==> src/rtl/spec_adder_pkg.sv <==
// Shared types for the speculative adder.
// Assumes nothing beyond the IEEE 1800-2017 enum semantics.
package spec_adder_pkg;

    // Controller phase: taking operands, or finishing an exact correction.
    typedef enum logic {
        PH_RUN = 1'b0,
        PH_FIX = 1'b1
    } add_phase_t;

endpackage

==> src/rtl/spec_add_window.sv <==
// Windowed Ling carry network.
// For each position J it forms the carry into J from bit positions
// max(0, J-SPAN) .. J-1 only. The carry-in takes part only when the window
// reaches bit 0. The Ling form is carry[J] = t[J-1] & (g[J-1] | c*[J-1]),
// where c*[J-1] is the windowed carry into J-1.
// With SPAN >= WIDTH every window reaches bit 0 and the network is exact.
// Assumes gen_i = a & b and tx_i = a | b for the same operand pair.
module spec_add_window #(
    parameter int WIDTH = 8,
    parameter int SPAN  = 3
) (
    input  logic [WIDTH-1:0] gen_i,
    input  logic [WIDTH-1:0] tx_i,
    input  logic             cin_i,
    output logic [WIDTH:0]   carry_o
);

    assign carry_o[0] = cin_i;

    for (genvar J = 1; J <= WIDTH; J++) begin : g_pos
        localparam int LO = (J > SPAN) ? (J - SPAN) : 0;
        logic pseudo;
        logic below;
        logic chain;

        // Purpose: Ling pseudo-carry over the bounded window below position J.
        always_comb begin
            below = 1'b0;
            chain = 1'b1;
            for (int k = J - 2; k >= LO; k--) begin
                below = below | (chain & gen_i[k]);
                chain = chain & tx_i[k];
            end
            if (LO == 0) begin
                below = below | (chain & cin_i);
            end
            pseudo = gen_i[J-1] | below;
        end

        assign carry_o[J] = tx_i[J-1] & pseudo;
    end

endmodule

==> src/rtl/spec_add_detect.sv <==
// Miss detector for the windowed carry network.
// Flags an operand pair when a run of SPAN propagate ones starts at position
// s and a carry enters that run. The carry into s is a generate at s-1, or
// cin when s = 0. A longer run only needs its lowest window checked: the
// carry into the run's start must come from a generate or from cin.
// Assumes prop_i = a ^ b and gen_i = a & b.
module spec_add_detect #(
    parameter int WIDTH = 8,
    parameter int SPAN  = 3
) (
    input  logic [WIDTH-1:0] prop_i,
    input  logic [WIDTH-1:0] gen_i,
    input  logic             cin_i,
    output logic             miss_o
);

    localparam int STARTS = (SPAN <= WIDTH) ? (WIDTH - SPAN + 1) : 0;

    if (STARTS > 0) begin : g_windows
        logic [STARTS-1:0] hit;

        for (genvar S = 0; S < STARTS; S++) begin : g_start
            logic feed;
            if (S == 0) begin : g_low
                assign feed = cin_i;
            end else begin : g_mid
                assign feed = gen_i[S-1];
            end
            assign hit[S] = (&prop_i[S +: SPAN]) & feed;
        end

        assign miss_o = |hit;
    end else begin : g_none
        assign miss_o = 1'b0;
    end

endmodule

==> src/rtl/spec_adder.sv <==
// Variable-latency speculative adder.
// A hit returns the windowed Ling sum one cycle after the operands are
// taken. A miss holds the operands and returns the exact full-width sum one
// cycle later; in_ready stays low during that correction cycle.
// Assumes operands are stable while in_valid is high and that each result
// is consumed during its single out_valid cycle.
module spec_adder
    import spec_adder_pkg::*;
#(
    parameter int WIDTH = 8,
    parameter int SPAN  = 3
) (
    input  logic             clk,
    input  logic             rst_n,
    input  logic             in_valid,
    output logic             in_ready,
    input  logic [WIDTH-1:0] a,
    input  logic [WIDTH-1:0] b,
    input  logic             cin,
    output logic             out_valid,
    output logic [WIDTH-1:0] sum,
    output logic             cout,
    output logic             miss
);

    add_phase_t       phase;
    logic [WIDTH-1:0] hold_a;
    logic [WIDTH-1:0] hold_b;
    logic             hold_c;

    // Live-operand bit terms for the quick path and the detector.
    logic [WIDTH-1:0] live_g;
    logic [WIDTH-1:0] live_t;
    logic [WIDTH-1:0] live_p;
    logic [WIDTH:0]   quick_c;
    logic             spec_miss;

    assign live_g = a & b;
    assign live_t = a | b;
    assign live_p = a ^ b;

    spec_add_window #(.WIDTH(WIDTH), .SPAN(SPAN)) u_quick (
        .gen_i   (live_g),
        .tx_i    (live_t),
        .cin_i   (cin),
        .carry_o (quick_c)
    );

    spec_add_detect #(.WIDTH(WIDTH), .SPAN(SPAN)) u_detect (
        .prop_i  (live_p),
        .gen_i   (live_g),
        .cin_i   (cin),
        .miss_o  (spec_miss)
    );

    // Held-operand bit terms for the exact correction path.
    logic [WIDTH-1:0] hold_g;
    logic [WIDTH-1:0] hold_t;
    logic [WIDTH:0]   exact_c;

    assign hold_g = hold_a & hold_b;
    assign hold_t = hold_a | hold_b;

    spec_add_window #(.WIDTH(WIDTH), .SPAN(WIDTH)) u_exact (
        .gen_i   (hold_g),
        .tx_i    (hold_t),
        .cin_i   (hold_c),
        .carry_o (exact_c)
    );

    assign in_ready = (phase == PH_RUN);

    // Purpose: take operands, issue hit results, and run the correction cycle.
    always_ff @(posedge clk) begin
        if (!rst_n) begin
            phase     <= PH_RUN;
            out_valid <= 1'b0;
            sum       <= '0;
            cout      <= 1'b0;
            miss      <= 1'b0;
            hold_a    <= '0;
            hold_b    <= '0;
            hold_c    <= 1'b0;
        end else begin
            case (phase)
                PH_RUN: begin
                    out_valid <= 1'b0;
                    if (in_valid) begin
                        if (spec_miss) begin
                            phase  <= PH_FIX;
                            hold_a <= a;
                            hold_b <= b;
                            hold_c <= cin;
                        end else begin
                            out_valid <= 1'b1;
                            sum       <= live_p ^ quick_c[WIDTH-1:0];
                            cout      <= quick_c[WIDTH];
                            miss      <= 1'b0;
                        end
                    end
                end
                default: begin
                    phase     <= PH_RUN;
                    out_valid <= 1'b1;
                    sum       <= (hold_a ^ hold_b) ^ exact_c[WIDTH-1:0];
                    cout      <= exact_c[WIDTH];
                    miss      <= 1'b1;
                end
            endcase
        end
    end

    // when the detector stays quiet, the windowed sum equals the true sum.
    a_r4_hit_quick_exact: assert property (@(posedge clk) disable iff (!rst_n)
        (in_valid && !spec_miss) |->
            ({quick_c[WIDTH], live_p ^ quick_c[WIDTH-1:0]} ==
             ({1'b0, a} + {1'b0, b} + {{WIDTH{1'b0}}, cin})));

    // a hit is delivered on the next cycle with the miss flag clear.
    a_r3_hit_next_cycle: assert property (@(posedge clk) disable iff (!rst_n)
        (in_valid && in_ready && !spec_miss) |=> (out_valid && !miss));

    // a miss stalls for one cycle with nothing delivered and ready low.
    a_r6_stall_on_miss: assert property (@(posedge clk) disable iff (!rst_n)
        (in_valid && in_ready && spec_miss) |=> (!out_valid && !in_ready));

    // the corrected result arrives two cycles after acceptance, flagged.
    a_r5_miss_two_cycles: assert property (@(posedge clk) disable iff (!rst_n)
        (in_valid && in_ready && spec_miss) |=> ##1 (out_valid && miss && in_ready));

endmodule

==> config.mk <==
export PLATFORM = sky130hd
export DESIGN_NAME = spec_adder
export DESIGN_NICKNAME = d
export VERILOG_FILES = /design/src/rtl/spec_adder_pkg.sv /design/src/rtl/spec_add_window.sv /design/src/rtl/spec_add_detect.sv /design/src/rtl/spec_adder.sv
export SDC_FILE = /design/constraint.sdc
export NUM_CORES = 1
export LEC_CHECK = 0
export ABC_AREA = 1
export ABC_CLOCK_PERIOD_IN_PS = 4300
export BUFFER_PORTS_ARGS = -buffer_cell sky130_fd_sc_hd__buf_2
export CORE_ASPECT_RATIO = 0.7
export CORE_UTILIZATION = 45
export CTS_CLUSTER_SIZE = 10
export DETAILED_ROUTE_END_ITERATION = 12
export PLACE_DENSITY = 0.64
export SLEW_MARGIN = 20
export SYNTH_ARGS = -nofsm -noshare
export SYNTH_HDL_FRONTEND = slang
export SYNTH_HIERARCHICAL = 1
export SYNTH_SLANG_ARGS = --single-unit
==> constraint.sdc <==
create_clock -name clk -period 4.3 [get_ports clk]
set_clock_uncertainty 0.2 [all_clocks]
set_input_delay 0.215 -clock clk [delete_from_list [all_inputs] [get_ports clk]]
set_output_delay 0.215 -clock clk [all_outputs]
set_load 0.005 [all_outputs]
* After elaboration in Yosys (flattened, before gate mapping) *
Index checks and enable logic that the tools add are counted.

operators by class
  reductions and logical operators = 11
  order comparisons = 0
  bitwise gates (word level) = 143
  equality and inequality tests = 1
  multiplexer cells = 13
  shifts and indexed selects = 0
  $add $sub $neg = 0
  div/mod/pow operators = 0
  multipliers = 0

operator list
  kind                                  number
  1-bit bitwise AND                     80
  1-bit OR                              52
  8-bit bitwise XOR                     4
  8-bit 2-to-1 mux                      3
  3-bit AND reduction                   7
  8-bit bitwise AND                     2
  8-bit OR                              2
  1-bit 2-to-1 mux                      10
  6-bit OR reduction                    1
  1-bit NOT                             3
  3-bit OR reduction                    1
  2-bit != test, second input constant  1
  2-bit AND reduction                   1
  2-bit nonzero test                    1

word-level totals
  bits in registers = 29
  output and inout bits = 12
  ROM bits = 0
  logic and storage cells = 176
  bits in writable memories = 0
  bits in latches = 0
  memories = 0
  input bits = 20

* Longest topological paths before layout *
  depth after elaboration = 12
  depth in mapped cells = 15
  gate-level depth less buffers = 15

* Modules after synthesis *
The synthesis kept the hierarchy.

by module, submodules not included
  module                      cells an instance  area an instance (sq um)  times used
  spec_adder                  291                1979.4                    1
  spec_add_window at u_exact  41                 209.0                     1
  spec_add_window at u_quick  26                 131.4                     1
  spec_add_detect             19                 77.6                      1

* Least setup slack after synthesis *
Ideal clock, no wire load.

  path type = register -> register
  start point = reg hold_a[2]
  end point = reg sum[5]
  data arrival time = 1344 ps
  stages on the path, launching flop included = 15
  required time = 3991 ps
  path slack = 2647 ps
  library setup time = 109 ps
  cells stage by stage = dfxtp_1 -> inv_1 -> ha_1 -> inv_1 -> nand2_2 -> nor2_1 -> nor2_1 -> nand3_2 -> o21a_1 -> inv_1 -> nand2_1 -> nand3_1 -> nand3_1 -> nand2_1 -> inv_1

between the ends
  cells in the longest elaborated chain, start to end = 10
  elaborated cells on any way between the ends = 17
  classes of those cells = mux (1); bitwise (16)

ends and longest elaborated chain
  what                                           line                                          RTL
  start: declaration                             spec_adder.sv:27                              logic [WIDTH-1:0] hold_a;
  start signal: assignment                       spec_adder.sv:81                              hold_a <= '0;
  start signal: assignment                       spec_adder.sv:91                              hold_a <= a;
  8-bit OR *                                     spec_adder.sv:62                              assign hold_t = hold_a | hold_b;
  net hold_t[2]                                  spec_adder.sv:58                              logic [WIDTH-1:0] hold_t;
  1-bit bitwise AND *                            spec_add_window.sv:32                         chain = chain & tx_i[k];
  1-bit bitwise AND, on equally long branches    spec_add_window.sv:31, spec_add_window.sv:32
  1-bit OR, or another cell as far along         spec_add_window.sv:31                         below = below | (chain & gen_i[k]);
  1-bit OR or 1-bit bitwise AND (tied branches)  spec_add_window.sv:31, spec_add_window.sv:35
  1-bit OR *                                     spec_add_window.sv:35                         below = below | (chain & cin_i);
  1-bit OR *                                     spec_add_window.sv:37                         pseudo = gen_i[J-1] | below;
  1-bit bitwise AND *                            spec_add_window.sv:40                         assign carry_o[J] = tx_i[J-1] & pseudo;
  net exact_c[5]                                 spec_adder.sv:59                              logic [WIDTH:0] exact_c;
  8-bit bitwise XOR *                            spec_adder.sv:105                             sum <= (hold_a ^ hold_b) ^ exact_c[WIDTH-1:0];
  8-bit 2-to-1 mux *                             spec_adder.sv:85                              case (phase)
  end signal: assignment                         spec_adder.sv:96                              sum <= live_p ^ quick_c[WIDTH-1:0];
  end signal: assignment                         spec_adder.sv:105
  end: declaration                               spec_adder.sv:21                              output logic [WIDTH-1:0] sum,

Mark *: on every way through the listed nets, which the timed path passes. The rest lies on a longest branch.
A chain may end at the register's enable or synchronous reset.

* Worst setup path after layout *
  start point = reg phase
  end point = reg hold_b[2]

between the ends
  cells in the longest elaborated chain, start to end = 2

ends and longest elaborated chain
  what                                  line               RTL
  start: declaration                    spec_adder.sv:26   add_phase_t phase;
  start signal: assignment              spec_adder.sv:76   phase <= PH_RUN;
  start signal: assignment              spec_adder.sv:90   phase <= PH_FIX;
  start signal: assignment              spec_adder.sv:103  phase <= PH_RUN;
  1-bit NOT                             --
  3-bit AND reduction (no source line)  --
  end signal: assignment                spec_adder.sv:82   hold_b <= '0;
  end signal: assignment                spec_adder.sv:92   hold_b <= b;
  end: declaration                      spec_adder.sv:28   logic [WIDTH-1:0] hold_b;

Every way passes these cells.

==> impl_metrics.env <==
export IMPL_avgSynthCellArea_um2=6.359
export IMPL_final_cells=475
export IMPL_max_cap_violations=0
export IMPL_place_congestion=0.8513
export IMPL_path_max_fanout=35
export IMPL_worst_pin_slew_ns=0.4514
export IMPL_leakage_nw=1.553
export IMPL_io_buffers=31
export IMPL_cts_tree="done"
export IMPL_ys_seq_elements=29
export IMPL_wl_met2_um=1926
export IMPL_die_area_um2=5628
export IMPL_final_nets=457
export IMPL_ios=32
export IMPL_synth_warnings=6
export IMPL_ant_nets=0
export IMPL_hold_viol_final=0
export IMPL_drc=0
export IMPL_syn_to_final_growth_pct=10.39
export IMPL_crit_path_top_delay_cell="dfxtp_1"
export IMPL_rows=21
export IMPL_fmax_ghz=0.5133
export IMPL_drt_iter0_markers=187
export IMPL_synth_compound_area_frac=0.1211
export IMPL_final_layout_size_suffix_gt1_frac=0.1305
export IMPL_routed_wl_met3_um=178
export IMPL_n_fill_cell=536
export IMPL_cp_data_arrival_time_ns=1.91
export IMPL_grt_remaining_overflow=0
export IMPL_dr_pass1_iters=4
export IMPL_grt_pass1_wl_um=8832
export IMPL_clockBufferDepth=2
export IMPL_syn_num_nets=429
export IMPL_n_antenna_cell=0
export IMPL_fin_setup_tns_ns=0
export IMPL_seqCellArea_um2=580.6
export IMPL_synth_xor_area_frac=0
export IMPL_clock_latency_ns=0.28
export IMPL_htree_levels=2
export IMPL_crit_chain="inv_2 -> nand3_4 -> o21ai_0 -> a21oi_1"
export IMPL_grt_max_degree=36
export IMPL_vias_per_cell=4.558
export IMPL_holdBufCountCts=0
export IMPL_vias=2165
export IMPL_synthFlopType="dfxtp_1"
export IMPL_wl_per_cell_um=10.99
export IMPL_syn_inst=377
export IMPL_async_reset_ff_frac=0
export IMPL_fp_dieW_um=89.24
export IMPL_synthAdderAreaFrac=0.1670
export IMPL_die_h_um=63.07
export IMPL_power_density_nw_per_um2=277.4
export IMPL_clk_pin_slew_ns=0.07
export IMPL_fin_crit_sh=0.4530
export IMPL_rsz0062_at_grt="no"
export IMPL_finalSetupViolCount=0
export IMPL_yosys_area_share_simple=0.2709
export IMPL_slew_headroom=0.6987
export IMPL_antenna_found_initial=0
export IMPL_min_path_type="in -> reg"
export IMPL_ys_types=24
export IMPL_muxShareOfSynthArea=0
export IMPL_cts_resized=0
export IMPL_grt_total_usage=0.2059
export IMPL_drv_slew=0
export IMPL_first_global_vias=1919
export IMPL_wl_met1_um=3042
export IMPL_start_kind="register"
export IMPL_initial_core_util=0.4853
export IMPL_synth_edf_count=0
export IMPL_end_kind="register"
export IMPL_critPathMaxStageDelay_ns=0.45
export IMPL_period_needed_ns=1.948
export IMPL_clock_sinks=29
export IMPL_core_um2=4940
export IMPL_ir_drop_mv=0.1119
export IMPL_synth_top_family_by_area="simple AND/OR/NAND/NOR gates"
export IMPL_routed_wl_um=5218
export IMPL_dp_hpwl_um=4271
export IMPL_fin_total_pwr_uw=734.0
export IMPL_clockRootBuffer="clkbuf_8"
export IMPL_required_ns=4.26
export IMPL_fin_util=0.5357
export IMPL_dpl_cell_count=467
export IMPL_syn_area_um2=2397
export IMPL_top_layer="met4"
export IMPL_cts_setup_buffers=0
export IMPL_criticalPathCategory="reg -> reg"
export IMPL_status="finished clean"
export IMPL_multi_input_area_um2=1340
export IMPL_numCtsBuffers=5
export IMPL_yosysSeqAreaShare=0.2422
[per-layer routing]
| metal | up-vias | track usage |
|---|---|---|
| li1 | 1183 | - |
| met4 | 0 | 0.05952 |
| met3 | 7 | 0.04063 |
| met5 | - | 0 |
| met2 | 31 | 0.2691 |
| met1 | 944 | 0.3301 |
[path summary, 6_finish.rpt]
path                  start  depth (start not counted)  slack, ns   endpoint
setup / recovery      phase                          4       2.35  hold_b[2]
hold / removal         a[5]                          3       0.05  hold_a[5]
setup reg to reg      phase                          4       2.35  hold_b[2]
hold reg to reg   hold_b[3]                          2       0.28  hold_b[3]
[logic make-up after synthesis]
kind of cell,after synthesis
buf+inv,116
simple gates,148
fa+ha+maj,32
flops,29
compound gates,52
[through the flow]
step                worst slack [ns]  instance area (um^2)  hold slack (ns)
detailed placement             2.085                  2560           0.2723
finish                         2.352                  2646          0.04663
global route                   2.174                  2646          0.05566
global placement               2.104                  2560           0.2654
floorplan                      2.647                  2397           0.1883
CTS                            2.344                  2646          0.04058
[layout make-up]
| type | count | share of cell area |
|---|---|---|
| clock buffer | 5 | 0.02600 |
| clock inverter | 3 | 0.006619 |
| inverter | 106 | 0.1504 |
| multi-input combinational | 232 | 0.5064 |
| sequential | 29 | 0.2194 |
| tap | 69 | 0.03262 |
| timing repair buffer | 31 | 0.05863 |
[worst max-delay path, delay by kind of cell (launching register included)]
kind / cells / cell delay (ns)
DFF: 1 / 0.45
and+or+nand+nor: 1 / 0.36
buffers and inverters: 1 / 0.29
AOI/OAI and AO/OA: 2 / 0.51
[power breakdown]
group / total (mW) / switching, mW / leakage, nW / internal [mW]
Combinational: 0.204 / 0.128 / 1.27 / 0.0763
Clock: 0.223 / 0.111 / 0.0439 / 0.111
Sequential: 0.307 / 0.0139 / 0.237 / 0.293
Total: 0.734 / 0.253 / 1.55 / 0.481
[placed cells by master (no fill, tap or decap)]
master and n:
o21a_1 2, a21oi_2 2, dfxtp_1 29, inv_2 1, nor2_1 14, ha_1 32, clkinvlp_4 1, nand2_1 96
a21boi_0 6, nand3_1 26, nand2_2 5, clkbuf_8 5, nor3_1 1, nor2_4 2, a21oi_1 19, nand3_4 1
clkinv_1 1, buf_2 31, nand3_2 3, o21ai_0 9, o21ai_1 12, a31oi_1 2, inv_1 104, clkinv_2 2
[flip-flops by register name, summed over array words and instances, names as in the netlist]
name and flops:
cout 1, hold_b 8, sum 8, out_valid 1, hold_c 1, phase 1, hold_a 8, miss 1
[cell usage after synthesis, types with 3 or more instances]
master | n | area [um^2]
inv_1 | 104 | 390.4
nand2_1 | 96 | 360.4
ha_1 | 32 | 400.4
dfxtp_1 | 29 | 580.6
nand3_1 | 26 | 130.1
a21oi_1 | 19 | 95.09
nor2_1 | 14 | 52.55
o21ai_1 | 12 | 60.06
o21ai_0 | 9 | 45.04
a21boi_0 | 6 | 45.04
nand2_2 | 5 | 31.28
buf_2 | 4 | 20.02
buf_4 | 3 | 22.52
nand3_2 | 3 | 30.03
Note: power is estimated with default switching activity, not from simulation.
